[src/rtl/bar_pkg.sv]
package bar_pkg;
  // Number of register slots in a Type 0 header
  localparam int unsigned MAX_SLOTS = 6;
  localparam int unsigned CFG_IDX_W = 3;

  typedef struct packed {
    logic [MAX_SLOTS-1:0] wrSel;   // one-hot write select
    logic [MAX_SLOTS-1:0] rdSel;   // one-hot read select
    logic                 rdLoad;  // capture read data this cycle
  } barStrobes_t;
endpackage

[src/rtl/bar_cfg_ctrl.sv]
module bar_cfg_ctrl
  import bar_pkg::*;
#(
  parameter int unsigned NUM_BARS = 4
) (
  input  logic                 cfgWrEn,
  input  logic                 cfgRdEn,
  input  logic [CFG_IDX_W-1:0] cfgIndex,
  output barStrobes_t          strobes
);
  always_comb begin
    strobes = '0;
    strobes.rdLoad = cfgRdEn;
    for (int i = 0; i < int'(MAX_SLOTS); i++) begin
      if (i < int'(NUM_BARS) && cfgIndex == CFG_IDX_W'(i)) begin
        strobes.wrSel[i] = cfgWrEn;
        strobes.rdSel[i] = cfgRdEn;
      end
    end
  end
endmodule

[src/rtl/bar_datapath.sv]
module bar_datapath
  import bar_pkg::*;
#(
  parameter int unsigned NUM_BARS = 4,
  parameter int unsigned SIZE_LOG2 [NUM_BARS] = '{12, 28, 8, 0},
  parameter logic [NUM_BARS-1:0] IS_IO    = 4'b0100,
  parameter logic [NUM_BARS-1:0] PREFETCH = 4'b0010,
  localparam int unsigned IDX_W = (NUM_BARS > 1) ? $clog2(NUM_BARS) : 1
) (
  input  logic             clk,
  input  logic             rstN,
  input  barStrobes_t      strobes,
  input  logic [31:0]      cfgWrData,
  output logic [31:0]      cfgRdData,
  output logic             cfgRdValid,
  input  logic             memEnable,
  input  logic             ioEnable,
  input  logic             reqValid,
  input  logic             reqIsIo,
  input  logic [31:0]      reqAddr,
  output logic             hit,
  output logic [IDX_W-1:0] hitIndex,
  output logic [31:0]      hitOffset
);
  logic [31:0]         baseReg [NUM_BARS];
  logic [31:0]         maskArr [NUM_BARS];
  logic [31:0]         attrArr [NUM_BARS];
  logic [NUM_BARS-1:0] match;

  // Strobe bits for slots this configuration does not implement
  logic unusedStrobes;
  assign unusedStrobes = ^{strobes.wrSel, strobes.rdSel};

  for (genvar g = 0; g < NUM_BARS; g++) begin : gSlot
    localparam bit SLOT_ON = (SIZE_LOG2[g] != 0);
    localparam logic [31:0] SLOT_MASK =
      SLOT_ON ? ~((32'h1 << SIZE_LOG2[g]) - 32'h1) : 32'h0;
    localparam logic [31:0] SLOT_ATTR =
      !SLOT_ON ? 32'h0 :
      IS_IO[g] ? 32'h1 : {28'h0, PREFETCH[g], 3'b000};

    assign maskArr[g] = SLOT_MASK;
    assign attrArr[g] = SLOT_ATTR;

    always_ff @(posedge clk) begin
      if (!rstN)                 baseReg[g] <= '0;
      else if (strobes.wrSel[g]) baseReg[g] <= cfgWrData & SLOT_MASK;
    end

    logic spaceOk;
    assign spaceOk = IS_IO[g] ? (reqIsIo && ioEnable) : (!reqIsIo && memEnable);
    assign match[g] = SLOT_ON && reqValid && spaceOk &&
                      ((reqAddr & SLOT_MASK) == baseReg[g]);
  end

  // Configuration read path
  logic [31:0] rdMux;
  always_comb begin
    rdMux = '0;
    for (int i = 0; i < int'(NUM_BARS); i++)
      if (strobes.rdSel[i]) rdMux |= baseReg[i] | attrArr[i];
  end

  always_ff @(posedge clk) begin
    if (!rstN) begin
      cfgRdData  <= '0;
      cfgRdValid <= 1'b0;
    end else begin
      cfgRdData  <= strobes.rdLoad ? rdMux : 32'h0;
      cfgRdValid <= strobes.rdLoad;
    end
  end

  // Window claim: lowest index wins, so scan downwards
  always_comb begin
    hit       = 1'b0;
    hitIndex  = '0;
    hitOffset = '0;
    for (int i = int'(NUM_BARS) - 1; i >= 0; i--) begin
      if (match[i]) begin
        hit       = 1'b1;
        hitIndex  = IDX_W'(i);
        hitOffset = reqAddr & ~maskArr[i];
      end
    end
  end
endmodule

[src/rtl/bar_window_decoder.sv]
module bar_window_decoder
  import bar_pkg::*;
#(
  parameter int unsigned NUM_BARS = 4,
  parameter int unsigned SIZE_LOG2 [NUM_BARS] = '{12, 28, 8, 0},
  parameter logic [NUM_BARS-1:0] IS_IO    = 4'b0100,
  parameter logic [NUM_BARS-1:0] PREFETCH = 4'b0010,
  localparam int unsigned IDX_W = (NUM_BARS > 1) ? $clog2(NUM_BARS) : 1
) (
  input  logic                 clk,
  input  logic                 rstN,
  input  logic                 cfgWrEn,
  input  logic                 cfgRdEn,
  input  logic [CFG_IDX_W-1:0] cfgIndex,
  input  logic [31:0]          cfgWrData,
  output logic [31:0]          cfgRdData,
  output logic                 cfgRdValid,
  input  logic                 memEnable,
  input  logic                 ioEnable,
  input  logic                 reqValid,
  input  logic                 reqIsIo,
  input  logic [31:0]          reqAddr,
  output logic                 hit,
  output logic [IDX_W-1:0]     hitIndex,
  output logic [31:0]          hitOffset
);
  barStrobes_t strobes;

  bar_cfg_ctrl #(.NUM_BARS(NUM_BARS)) ctrl (
    .cfgWrEn (cfgWrEn),
    .cfgRdEn (cfgRdEn),
    .cfgIndex(cfgIndex),
    .strobes (strobes)
  );

  bar_datapath #(
    .NUM_BARS (NUM_BARS),
    .SIZE_LOG2(SIZE_LOG2),
    .IS_IO    (IS_IO),
    .PREFETCH (PREFETCH)
  ) dp (
    .clk       (clk),
    .rstN      (rstN),
    .strobes   (strobes),
    .cfgWrData (cfgWrData),
    .cfgRdData (cfgRdData),
    .cfgRdValid(cfgRdValid),
    .memEnable (memEnable),
    .ioEnable  (ioEnable),
    .reqValid  (reqValid),
    .reqIsIo   (reqIsIo),
    .reqAddr   (reqAddr),
    .hit       (hit),
    .hitIndex  (hitIndex),
    .hitOffset (hitOffset)
  );
endmodule

[config.mk]
export PLATFORM = sky130hd
export DESIGN_NAME = bar_window_decoder
export DESIGN_NICKNAME = d
export VERILOG_FILES = /design/src/rtl/bar_pkg.sv /design/src/rtl/bar_cfg_ctrl.sv /design/src/rtl/bar_datapath.sv /design/src/rtl/bar_window_decoder.sv
export SDC_FILE = /design/constraint.sdc
export NUM_CORES = 1
export LEC_CHECK = 0
export CAP_MARGIN = 20
export CORE_UTILIZATION = 44
export CTS_CLUSTER_DIAMETER = 30
export DETAILED_ROUTE_END_ITERATION = 8
export GPL_ROUTABILITY_DRIVEN = 0
export PLACE_DENSITY = 0.81
export SYNTH_ARGS = -nofsm -noshare
export SYNTH_HDL_FRONTEND = slang
export SYNTH_SLANG_ARGS = --single-unit
[constraint.sdc]
create_clock -name clk -period 3.4 [get_ports clk]
set_input_delay 0.51 -clock clk [delete_from_list [all_inputs] [get_ports clk]]
set_output_delay 0.51 -clock clk [all_outputs]
set_load 0.01 [all_outputs]
-- Word level (Yosys, flattened, before mapping)
Memory sizes are Yosys's and may differ from the RTL's.
Index checks and enable logic that the tools add are counted.
W data, S select, Z words.
- register bits: 33
- memory bits (writable): 96
- input port bits: 75
- output and inout bits: 68
- logic and storage cells: 64
- memories: 1
- memory list (memory ; words ; width ; rd ports ; clocked after memory_dff ; wr ports ; line ; text):
    dp.baseReg ; 4 ; 24 ; 4 ; 0 ; 4 ; bar_datapath.sv:25 ; logic [31:0] baseReg [NUM_BARS];
- eq/ne operators: 6
- muxes and demuxes: 38
- bitwise logic cells: 7
- reduce and logical (&&, ||, !) cells: 10
- operators by type and width (kind ; number):
    $mux W32 ; 6
    $eq A32 B32 Y1 ; 3
    $mux W24 ; 4
    $or A32 B32 Y32 ; 3
    $mux W1 ; 24
    $mux W8 ; 1
    $logic_and A1 B1 Y1 ; 7
    $eq A3 B2 Y1 const B ; 2
    $mux W2 ; 3
    $or A1 B1 Y1 ; 4
    $eq A3 B1 Y1 const B ; 1
    $logic_not A3 Y1 ; 1
    $reduce_and A2 Y1 ; 1
    $logic_not A1 Y1 ; 1

-- Depth between registers and ports, before layout
Gate-level depths: netlist (run 1).
- depth in word-level cells: 9
- mapped depth: 6
- gate-level depth less buffers: 5

-- Modules after synthesis
From an unflattened synthesis (run 1), not the netlist that was laid out.
- cells, all modules: 314
- area total of the unflattened synthesis: 3674.8 um2
- by module, submodules not included (module ; times used ; cells each ; area an instance (um2) ; seq. area each (um2)):
    bar_datapath ; 1 ; 300 ; 3545.9 ; 1981.9
    bar_cfg_ctrl ; 1 ; 14 ; 128.9 ; 0.0

-- Worst setup path before layout (run 1)
OpenSTA, ideal clock, no wires.
- path type: input -> register
- start point: in cfgIndex[0]
- end point: mem dp.baseReg[2][0] (netlist bit) (enable)
- library setup time: 0.438 ns
- data arrival time: 2.443 ns
- data required time: 2.962 ns
- path slack: 0.519 ns
- cell stages on the path: 2
- path buffers: 0
- cells stage by stage: nand2b_1 -> o21ai_0
- RTL lines (item ; line ; text):
    start, declared ; bar_window_decoder.sv:14 ; input logic [CFG_IDX_W-1:0] cfgIndex,
    end, declared ; bar_datapath.sv:25 ;

-- Final worst setup path (run 1)
- start point: in reqIsIo
- end point: out hit
- longest elaborated chain between the ends: 6
- elaborated cells on any way between the ends: 11
- those cells by class: mux (3); reduce/logical (8)
- ends and longest elaborated chain (item ; line ; text):
    start, declared ; bar_window_decoder.sv:21 ; input logic reqIsIo,
    $logic_and A1 B1 Y1 / $logic_not A1 Y1 (equally long branches) ; n/a ;
    $logic_and A1 B1 Y1, on equally long branches ; bar_datapath.sv:52, bar_datapath.sv:51 ;
    $logic_and A1 B1 Y1 ; bar_datapath.sv:52 ; assign match[g] = SLOT_ON && reqValid && spaceOk &&
    $mux W1 / $logic_and A1 B1 Y1 (equally long branches) ; bar_datapath.sv:80, bar_datapath.sv:52 ;
    $mux W1 ; bar_datapath.sv:80 ; if (match[i]) begin
    $mux W1 (*) ; bar_datapath.sv:80 ;
    end, declared ; bar_window_decoder.sv:23 ; output logic hit,
Mark *: on every way between the ends. The rest lies on a longest branch, timed or not.

==> results of run 1 <==
==> logic make-up after synthesis <==
| logic type | after synthesis | share of synthesized area (%) |
|---|---|---|
| other cells | 1 | 0.103 |
| buf+inv | 24 | 3.77 |
| mux | 1 | 0.274 |
| flops | 75 | 54.2 |
| simple gates | 146 | 22.3 |
| xor+xnor | 48 | 11.5 |
| compound gates | 36 | 7.84 |
==> per-stage QoR <==
stage | instance area [um2] | hold slack, ns | power, mW
6_report | 5360 | 0.504 | 1.93
5_1_grt | 5360 | 0.516 | 2.01
2_1_floorplan | 3690 | 0.470 | 1.18
3_5_place_dp | 5110 | 0.496 | 1.34
3_3_place_gp | 5110 | 0.476 | 1.33
4_1_cts | 5290 | 0.511 | 1.93
==> per-layer routing <==
layer	wire length, um	vias to the layer above	share of wire [%]	global-route usage [%]
li1	-	1407	-	-
met1	3810	1412	38	27.1
met2	5060	154	51	40.7
met3	800	23	8.0	6.50
met4	290	0	2.9	11.3
met5	0	-	0	0
==> placed cells by master (no fill, tap or decap), types with 8 or more instances in the layout <==
master / count
dlymetal6s2s_1: 10
dlygate4sd2_1: 10
edfxtp_1: 48
conb_1: 10
a21boi_2: 8
dfxtp_1: 27
a22oi_1: 19
xor2_1: 24
and2_1: 68
buf_4: 21
clkbuf_8: 11
clkdlybuf4s50_1: 104
nand2_1: 9
xnor2_1: 18
nor2_1: 30
==> state kept, by name, indices dropped and copies added, names as in the netlist <==
register       flops
dp.baseReg        48
dp.cfgRdData      26
dp.cfgRdValid      1
==> final cells by class <==
cell class                 instances  area (um2)
inverter                           2        7.51
multi-input combinational        241        1650
clock inverter                     3        13.8
timing repair buffer             146        1420
clock buffer                      12         155
tap                              102         128
fill                             592        2530
sequential                        75        1980
==> synthesized netlist by cell type, types with 2 or more instances <==
| master | n | share of area [%] |
|---|---|---|
| a22oi_1 | 19 | 3.9 |
| a21boi_2 | 8 | 2.5 |
| nor3_1 | 7 | 0.96 |
| inv_1 | 2 | 0.21 |
| clkbuf_1 | 9 | 0.92 |
| nand3_1 | 4 | 0.55 |
| nand3b_1 | 2 | 0.41 |
| xor2_1 | 24 | 5.8 |
| nor4_1 | 5 | 0.86 |
| nand4_1 | 7 | 1.2 |
| nand2b_1 | 5 | 0.86 |
| xnor2_1 | 24 | 5.8 |
| dfxtp_1 | 27 | 15 |
| o21ai_0 | 5 | 0.68 |
| nor2_1 | 31 | 3.2 |
| nand2_1 | 9 | 0.92 |
| edfxtp_1 | 48 | 39 |
| buf_4 | 10 | 2.1 |
| buf_2 | 2 | 0.27 |
| nor2b_1 | 4 | 0.68 |
| and2_1 | 68 | 12 |
==> worst paths after layout <==
kind	depth (start not counted)	from	end	slack, ns
setup reg to reg	4	dp.baseReg[1][22]$_SDFFCE_PN0P_	dp.cfgRdData[30]$_SDFF_PN0_	2.45
hold / removal	1	dp.baseReg[2][1]$_SDFFCE_PN0P_	dp.cfgRdData[9]$_SDFF_PN0_	0.50
hold reg to reg	1	dp.baseReg[2][1]$_SDFFCE_PN0P_	dp.cfgRdData[9]$_SDFF_PN0_	0.50
setup / recovery	8	reqIsIo	hit	0.08
==> report_power, final <==
| part | leakage, nW | switching, mW | internal, mW |
|---|---|---|---|
| Clock | 0.0897 | 0.305 | 0.296 |
| Combinational | 1.37 | 0.133 | 0.151 |
| Sequential | 0.682 | 0.0305 | 1.01 |
| Total | 2.14 | 0.469 | 1.46 |
==> what timing repair did <==
item | 4_1_cts | 5_1_grt
gates resized for setup | 14 | 17
pin swaps | 1 | 3
endpoints found under the setup margin | 27 | 20
==> worst max-delay path, cell delays in order <==
cell	delay [ns]
clkdlybuf4s50_1	0.51
nand3_2	0.11
nand2b_1	0.16
nand4bb_1	0.19
or4_4	0.57
buf_6	0.17
nand2_1	0.06
clkdlybuf4s50_1	0.52
==> flow_metrics.env, run 1 <==
export IMPL_status="finished clean"
export IMPL_path_class="in2out"
export IMPL_cts_setup_buffers=0
export IMPL_grt_max_degree=25
export IMPL_setup_tns_ns=0
export IMPL_io_pins=143
export IMPL_drv_slew=0
export IMPL_final_min_clock_period_ns=3.32
export IMPL_antennaDiodeCount=0
export IMPL_setup_viol=0
export IMPL_start_kind="input pin"
export IMPL_cts_root_buf="clkbuf_8"
export IMPL_clock_sinks=75
export IMPL_syn_inst=331
export IMPL_die_area_um2=8670
export IMPL_num_vias=2996
export IMPL_grt_util_all_layers_pct=23.6
export IMPL_hold_buffers=0
export IMPL_die_w_um=93.1
export IMPL_drive_gt1_share_pct=11.7
export IMPL_clk_pin_slew_ns=0.07
export IMPL_worstPathRequired_ns=2.89
export IMPL_grt_pass1_wl_um=15100
export IMPL_cp_max_fo=9
export IMPL_start_util_pct=46.3
export IMPL_hold_class="reg2reg"
export IMPL_arrival_ns=2.81
export IMPL_core_area_um2=7890
export IMPL_grt_overflow_total=0
export IMPL_grt_pass1_vias=3018
export IMPL_synthToLayoutAreaGrowth_pct=46.7
export IMPL_layout_setup_ws_ns=0.0794
export IMPL_clockBufferDepth=2
export IMPL_rsz0062_at_grt="false"
export IMPL_async_reset_ff_share_pct=0
export IMPL_synth_avg_cell_area_um2=11.0
export IMPL_skew_ns=0.00576
export IMPL_cts_buffers=9
export IMPL_ys_flop_type="edfxtp_1"
export IMPL_cellLeakagePower_nw=2.14
export IMPL_preCtsSetupSlack_ns=-0.0944
export IMPL_wl_per_cell_um=17.1
export IMPL_fin_nets=550
export IMPL_fp_dieH_um=93.1
export IMPL_cp_end_kind="output port"
export IMPL_slew_headroom_pct=54.0
export IMPL_syn_area_um2=3650
export IMPL_numPortBuffers=124
export IMPL_rows=32
export IMPL_routed_wl_um=9960
export IMPL_tightest_slew_ns=0.687
export IMPL_clk_latency_ns=0.35
export IMPL_antenna_found_initial=0
export IMPL_post_route_util_pct=68.0
export IMPL_finalHoldViolCount=0
export IMPL_drt_initial_drc_count=193
export IMPL_dp_cells=566
export IMPL_ys_types=32
export IMPL_ys_seq_elements=75
export IMPL_synth_edf_count=48
export IMPL_cts_tree="yes"
export IMPL_irDropWorstVdd_uv=198
export IMPL_htreeDepth=3
export IMPL_final_cells=581
export IMPL_dp_hpwl_um=7290
export IMPL_viasPerCell=5.16
export IMPL_drcViolationCount=0
export IMPL_yosys_warnings=0
export IMPL_period_share_pct=97.7
export IMPL_firstDrtPassIters=4
export IMPL_fmax_mhz=301
export IMPL_maxCapViolations=0
export IMPL_seq_area_frac_synth_pct=54.2
export IMPL_p_per_area_nw_per_um2=360
export IMPL_ant_nets=0
Note: power is estimated with default switching activity, not from simulation.
==> run 2, diff against run 1 <==
--- a/config.mk
+++ b/config.mk
@@ -8,8 +8,11 @@
 export CAP_MARGIN = 20
 export CORE_UTILIZATION = 44
 export CTS_CLUSTER_DIAMETER = 30
+export CTS_CLUSTER_SIZE = 12
 export DETAILED_ROUTE_END_ITERATION = 8
 export GPL_ROUTABILITY_DRIVEN = 0
+export GPL_TIMING_DRIVEN = 0
+export MAX_ROUTING_LAYER = met4
 export PLACE_DENSITY = 0.81
 export SYNTH_ARGS = -nofsm -noshare
 export SYNTH_HDL_FRONTEND = slang
==> flow_metrics.env, run 2 (same netlist as run 1, synthesis figures left out) <==
export IMPL_clk_pin_slew_ns=0.08
export IMPL_path_class="in2out"
export IMPL_cellLeakagePower_nw=2.15
export IMPL_rows=32
export IMPL_crit_slowest_cell="or4_4"
export IMPL_cp_max_fo=9
export IMPL_clk_latency_ns=0.35
export IMPL_period_share_pct=97.6
export IMPL_switchingPower_uw=495
export IMPL_drive_gt1_share_pct=10.3
export IMPL_critPathBufInv=3
export IMPL_rr_worst_depth=4
export IMPL_cellInternalPower_mw=1.57
export IMPL_antenna_found_initial=0
export IMPL_firstDrtPassIters=5
export IMPL_path_delay_family="buffers and inverters"
export IMPL_arrival_ns=2.81
export IMPL_antennaDiodeCount=0
export IMPL_setup_viol=0
export IMPL_maxCapViolations=0
export IMPL_grt_util_all_layers_pct=25.5
export IMPL_grt_overflow_total=0
export IMPL_wl_per_cell_um=17.8
export IMPL_clockBufferDepth=2
export IMPL_p_per_area_nw_per_um2=380
export IMPL_drcViolationCount=0
export IMPL_mostFrequentLayoutCell="clkdlybuf4s50_1"
export IMPL_mostFrequentLayoutCells="clkdlybuf4s50_1 (106), and2_1 (68), edfxtp_1 (48), nor2_1 (29), dfxtp_1 (27)"
export IMPL_irDropWorstVdd_uv=199
export IMPL_critPathLaunch="reqIsIo"
export IMPL_core_area_um2=7890
export IMPL_fp_dieH_um=93.1
export IMPL_hold_class="reg2reg"
export IMPL_grt_max_degree=16
export IMPL_start_util_pct=46.3
export IMPL_drv_slew=0
export IMPL_regToRegSetupSlack_ns=2.39
export IMPL_routed_wl_um=10400
export IMPL_path_depth=8
export IMPL_cp_endpoint="hit"
export IMPL_slew_headroom_pct=20.4
export IMPL_final_cells=586
export IMPL_worst_hold_slack_ns=0.498
export IMPL_ant_nets=0
export IMPL_start_kind="input pin"
export IMPL_synthToLayoutAreaGrowth_pct=48.6
export IMPL_die_area_um2=8670
export IMPL_final_min_clock_period_ns=3.32
export IMPL_cpMostUsedCell="clkdlybuf4s50_1"
export IMPL_num_vias=3072
export IMPL_layout_setup_ws_ns=0.0809
export IMPL_tightest_slew_ns=1.18
export IMPL_dp_hpwl_um=7770
export IMPL_die_w_um=93.1
export IMPL_r2r_end="dp.cfgRdData[29]$_SDFF_PN0_"
export IMPL_setup_tns_ns=0
export IMPL_r2r_start="dp.baseReg[1][21]$_SDFFCE_PN0P_"
export IMPL_pwr_share_clk_pct=35.4
export IMPL_hold_buffers=0
export IMPL_top_register="dp.baseReg"
export IMPL_worstPathRequired_ns=2.89
export IMPL_io_pins=143
export IMPL_grt_pass1_wl_um=16000
export IMPL_p_sw_share_pct=24.0
export IMPL_comb_power_share_pct=14.0
export IMPL_skew_ns=0.00437
export IMPL_clock_sinks=75
export IMPL_status="finished clean"
export IMPL_drt_initial_drc_count=266
export IMPL_fin_total_pwr_mw=2.06
export IMPL_dp_cells=568
export IMPL_cts_buffers=9
export IMPL_htreeDepth=3
export IMPL_finalHoldViolCount=0
export IMPL_numPortBuffers=124
export IMPL_fmax_mhz=301
export IMPL_cts_root_buf="clkbuf_8"
export IMPL_max_stage_delay_ns=0.56
export IMPL_reg_largest_list="dp.baseReg x48, dp.cfgRdData x26, dp.cfgRdValid x1"
export IMPL_viasPerCell=5.24
export IMPL_pwr_share_seq_pct=50.5
export IMPL_preCtsSetupSlack_ns=-0.586
export IMPL_cp_end_kind="output port"
export IMPL_fin_nets=554
export IMPL_grt_pass1_vias=3214
export IMPL_crit_chain="clkdlybuf4s50_1 > nand3_1 > nand2b_1 > nand4bb_1 > or4_4 > buf_6 > nand2_1 > clkdlybuf4s50_1"
export IMPL_cts_tree="yes"
export IMPL_largest_reg_flops=48
==> run 2: changes by cell type in the layout (fill, tap and decap cells not counted), sizes merged <==
cell / delta
dlygate4sd2: -5
clkinv: +2
bufinv: +2
buf: -5
clkbuf: +6
dlymetal6s2s: +3
clkdlybuf4s50: +2
==> run 2: final cells by class <==
class / instances / area [um2]
Fill cell: 571 / 2460
Timing Repair Buffer: 128 / 1330
Sequential cell: 75 / 1980
Buffer: 22 / 143
Multi-Input combinational cell: 241 / 1640
Inverter: 2 / 7.51
Clock buffer: 9 / 124
Clock inverter: 7 / 82.6
Tap cell: 102 / 128
==> run 2: how the worst min path moves through the flow <==
stage | start | to | cells past startpoint
floorplan | dp.baseReg[2][2]$_SDFFCE_PN0P_ | dp.cfgRdData[10]$_SDFF_PN0_ | 1
global placement | dp.baseReg[2][0]$_SDFFCE_PN0P_ | dp.cfgRdData[8]$_SDFF_PN0_ | 1
detailed placement | dp.baseReg[2][0]$_SDFFCE_PN0P_ | dp.cfgRdData[8]$_SDFF_PN0_ | 1
CTS | dp.baseReg[2][0]$_SDFFCE_PN0P_ | dp.cfgRdData[8]$_SDFF_PN0_ | 1
global route | dp.baseReg[2][0]$_SDFFCE_PN0P_ | dp.cfgRdData[8]$_SDFF_PN0_ | 1
finish | dp.baseReg[2][3]$_SDFFCE_PN0P_ | dp.cfgRdData[11]$_SDFF_PN0_ | 1
==> run 2: through the flow <==
stage               util [%]  area, um2
floorplan                  -       3690
global placement        64.1       5060
detailed placement      64.9       5120
CTS                     68.2       5380
global route            68.8       5430
finish                  68.8       5430
==> run 2: worst reg2reg max path, stage by stage (launching register included) <==
cell	delay, ns
edfxtp_1	0.43
nand2_1	0.10
o21ai_0	0.10
a22oi_1	0.19
nor2_1	0.06
==> run 2: metal layers <==
layer | GRT usage, % | share of wire [%] | up-vias
met2 | 44.7 | 52 | 207
met5 | - | 0 | -
li1 | - | - | 1414
met4 | 12.3 | 2.4 | 0
met1 | 28.6 | 37 | 1429
met3 | 3.82 | 9.0 | 22
==> run 2: what timing repair did <==
action	CTS	global route
buffers inserted	1	1
endpoints found under the setup margin	28	20
pin swaps	5	4
resized for setup	18	15
==> run 2: power by group through the flow <==
| stage | clock network, mW | logic, mW | registers (mW) |
|---|---|---|---|
| 2_1_floorplan | 0 | 0.122 | 1.06 |
| 3_3_place_gp | 0 | 0.264 | 1.06 |
| 3_5_place_dp | 0 | 0.280 | 1.06 |
| 4_1_cts | 0.729 | 0.285 | 1.04 |
| 5_1_grt | 0.774 | 0.307 | 1.05 |
| 6_report | 0.730 | 0.290 | 1.04 |
==> run 3, diff against run 2 <==
--- a/config.mk
+++ b/config.mk
@@ -14,6 +14,7 @@
 export GPL_TIMING_DRIVEN = 0
 export MAX_ROUTING_LAYER = met4
 export PLACE_DENSITY = 0.81
+export SLEW_MARGIN = 20
 export SYNTH_ARGS = -nofsm -noshare
 export SYNTH_HDL_FRONTEND = slang
 export SYNTH_SLANG_ARGS = --single-unit
==> flow_metrics.env, run 3 (same netlist as run 1, synthesis figures left out) <==
export IMPL_reg_largest_list="dp.baseReg x48, dp.cfgRdData x26, dp.cfgRdValid x1"
export IMPL_fin_total_pwr_mw=2.00
export IMPL_path_class="in2out"
export IMPL_cellLeakagePower_nw=2.19
export IMPL_drv_slew=0
export IMPL_numPortBuffers=124
export IMPL_cts_buffers=9
export IMPL_cp_end_kind="output port"
export IMPL_slew_headroom_pct=22.8
export IMPL_cts_root_buf="clkbuf_8"
export IMPL_clk_latency_ns=0.35
export IMPL_io_pins=143
export IMPL_finalHoldViolCount=0
export IMPL_p_per_area_nw_per_um2=366
export IMPL_fp_dieH_um=93.1
export IMPL_final_cells=588
export IMPL_start_kind="input pin"
export IMPL_final_min_clock_period_ns=3.33
export IMPL_drive_gt1_share_pct=11.5
export IMPL_grt_pass1_vias=3138
export IMPL_fmax_mhz=300
export IMPL_grt_util_all_layers_pct=25.7
export IMPL_drt_initial_drc_count=272
export IMPL_die_area_um2=8670
export IMPL_dp_cells=568
export IMPL_status="finished clean"
export IMPL_maxCapViolations=0
export IMPL_dp_hpwl_um=7730
export IMPL_setup_tns_ns=0
export IMPL_hold_buffers=0
export IMPL_viasPerCell=5.30
export IMPL_mostFrequentLayoutCell="clkdlybuf4s50_1"
export IMPL_arrival_ns=2.82
export IMPL_setup_viol=0
export IMPL_mostFrequentLayoutCells="clkdlybuf4s50_1 (106), and2_1 (68), edfxtp_1 (48), nor2_1 (29), dfxtp_1 (27)"
export IMPL_rows=32
export IMPL_fin_nets=556
export IMPL_clock_sinks=75
export IMPL_firstDrtPassIters=6
export IMPL_synthToLayoutAreaGrowth_pct=49.4
export IMPL_cts_tree="yes"
export IMPL_worstPathRequired_ns=2.89
export IMPL_grt_max_degree=23
export IMPL_tightest_slew_ns=1.15
export IMPL_antennaDiodeCount=0
export IMPL_irDropWorstVdd_uv=195
export IMPL_skew_ns=0.00629
export IMPL_core_area_um2=7890
export IMPL_htreeDepth=3
export IMPL_wl_per_cell_um=17.8
export IMPL_grt_pass1_wl_um=15900
export IMPL_drcViolationCount=0
export IMPL_cp_max_fo=10
export IMPL_die_w_um=93.1
export IMPL_grt_overflow_total=0
export IMPL_clk_pin_slew_ns=0.08
export IMPL_routed_wl_um=10500
export IMPL_largest_reg_flops=48
export IMPL_hold_class="reg2reg"
export IMPL_period_share_pct=97.9
export IMPL_num_vias=3114
export IMPL_top_register="dp.baseReg"
export IMPL_antenna_found_initial=0
export IMPL_ant_nets=0
export IMPL_start_util_pct=46.3
export IMPL_clockBufferDepth=2
## run 3: worst paths after layout
kind | from | endpoint | slack, ns | depth (start not counted)
hold / removal | dp.baseReg[2][3]$_SDFFCE_PN0P_ | dp.cfgRdData[11]$_SDFF_PN0_ | 0.50 | 1
setup / recovery | reqAddr[17] | hitOffset[18] | 0.07 | 9
setup reg to reg | dp.baseReg[1][22]$_SDFFCE_PN0P_ | dp.cfgRdData[30]$_SDFF_PN0_ | 2.42 | 4
hold reg to reg | dp.baseReg[2][3]$_SDFFCE_PN0P_ | dp.cfgRdData[11]$_SDFF_PN0_ | 0.50 | 1
## run 3: per-layer routing
metal  share of wire (%)  wire length (um)  GRT usage, %
met5                   0                 0             -
met4                 4.2               436          15.4
met2                  51              5300          43.3
met1                  36              3740          28.3
met3                 9.5               994          4.63
## run 3: final cells by class
class / count / area [um2]
Sequential cell: 75 / 1980
Clock buffer: 10 / 128
Clock inverter: 6 / 56.3
Inverter: 2 / 7.51
Buffer: 22 / 143
Fill cell: 578 / 2430
Tap cell: 102 / 128
Timing Repair Buffer: 130 / 1340
Multi-Input combinational cell: 241 / 1670
## run 3: worst max-delay path, stage by stage
cell	delay (ns)
clkdlybuf4s50_1	0.54
xnor2_1	0.14
nand4_1	0.16
nor4_4	0.37
buf_4	0.18
a21oi_4	0.06
clkbuf_8	0.19
and2_1	0.16
clkdlybuf4s50_1	0.48
## run 3: power by group
group          switching [mW]  internal [mW]  leakage, nW
combinational           0.141          0.154         1.41
sequential             0.0307           1.01        0.682
clock                   0.329          0.333       0.0935
total                   0.501           1.50         2.19
## run 3: what timing repair did
action | CTS | global route
gates resized for setup | 18 | 19
endpoints found under the setup margin | 30 | 23
buffers inserted | 3 | 1
pin swaps | 7 | 4
## run 3: metrics by stage
stage | cell area (um2) | setup slack (ns) | util [%] | hold slack [ns]
6_report | 5460 | 0.0708 | 69.2 | 0.499
5_1_grt | 5460 | -0.00237 | 69.2 | 0.530
4_1_cts | 5380 | 0.00522 | 68.2 | 0.508
3_5_place_dp | 5120 | -0.630 | 65.0 | 0.481
3_3_place_gp | 5060 | -1.08 | 64.1 | 0.475
2_1_floorplan | 3690 | 0.519 | - | 0.470
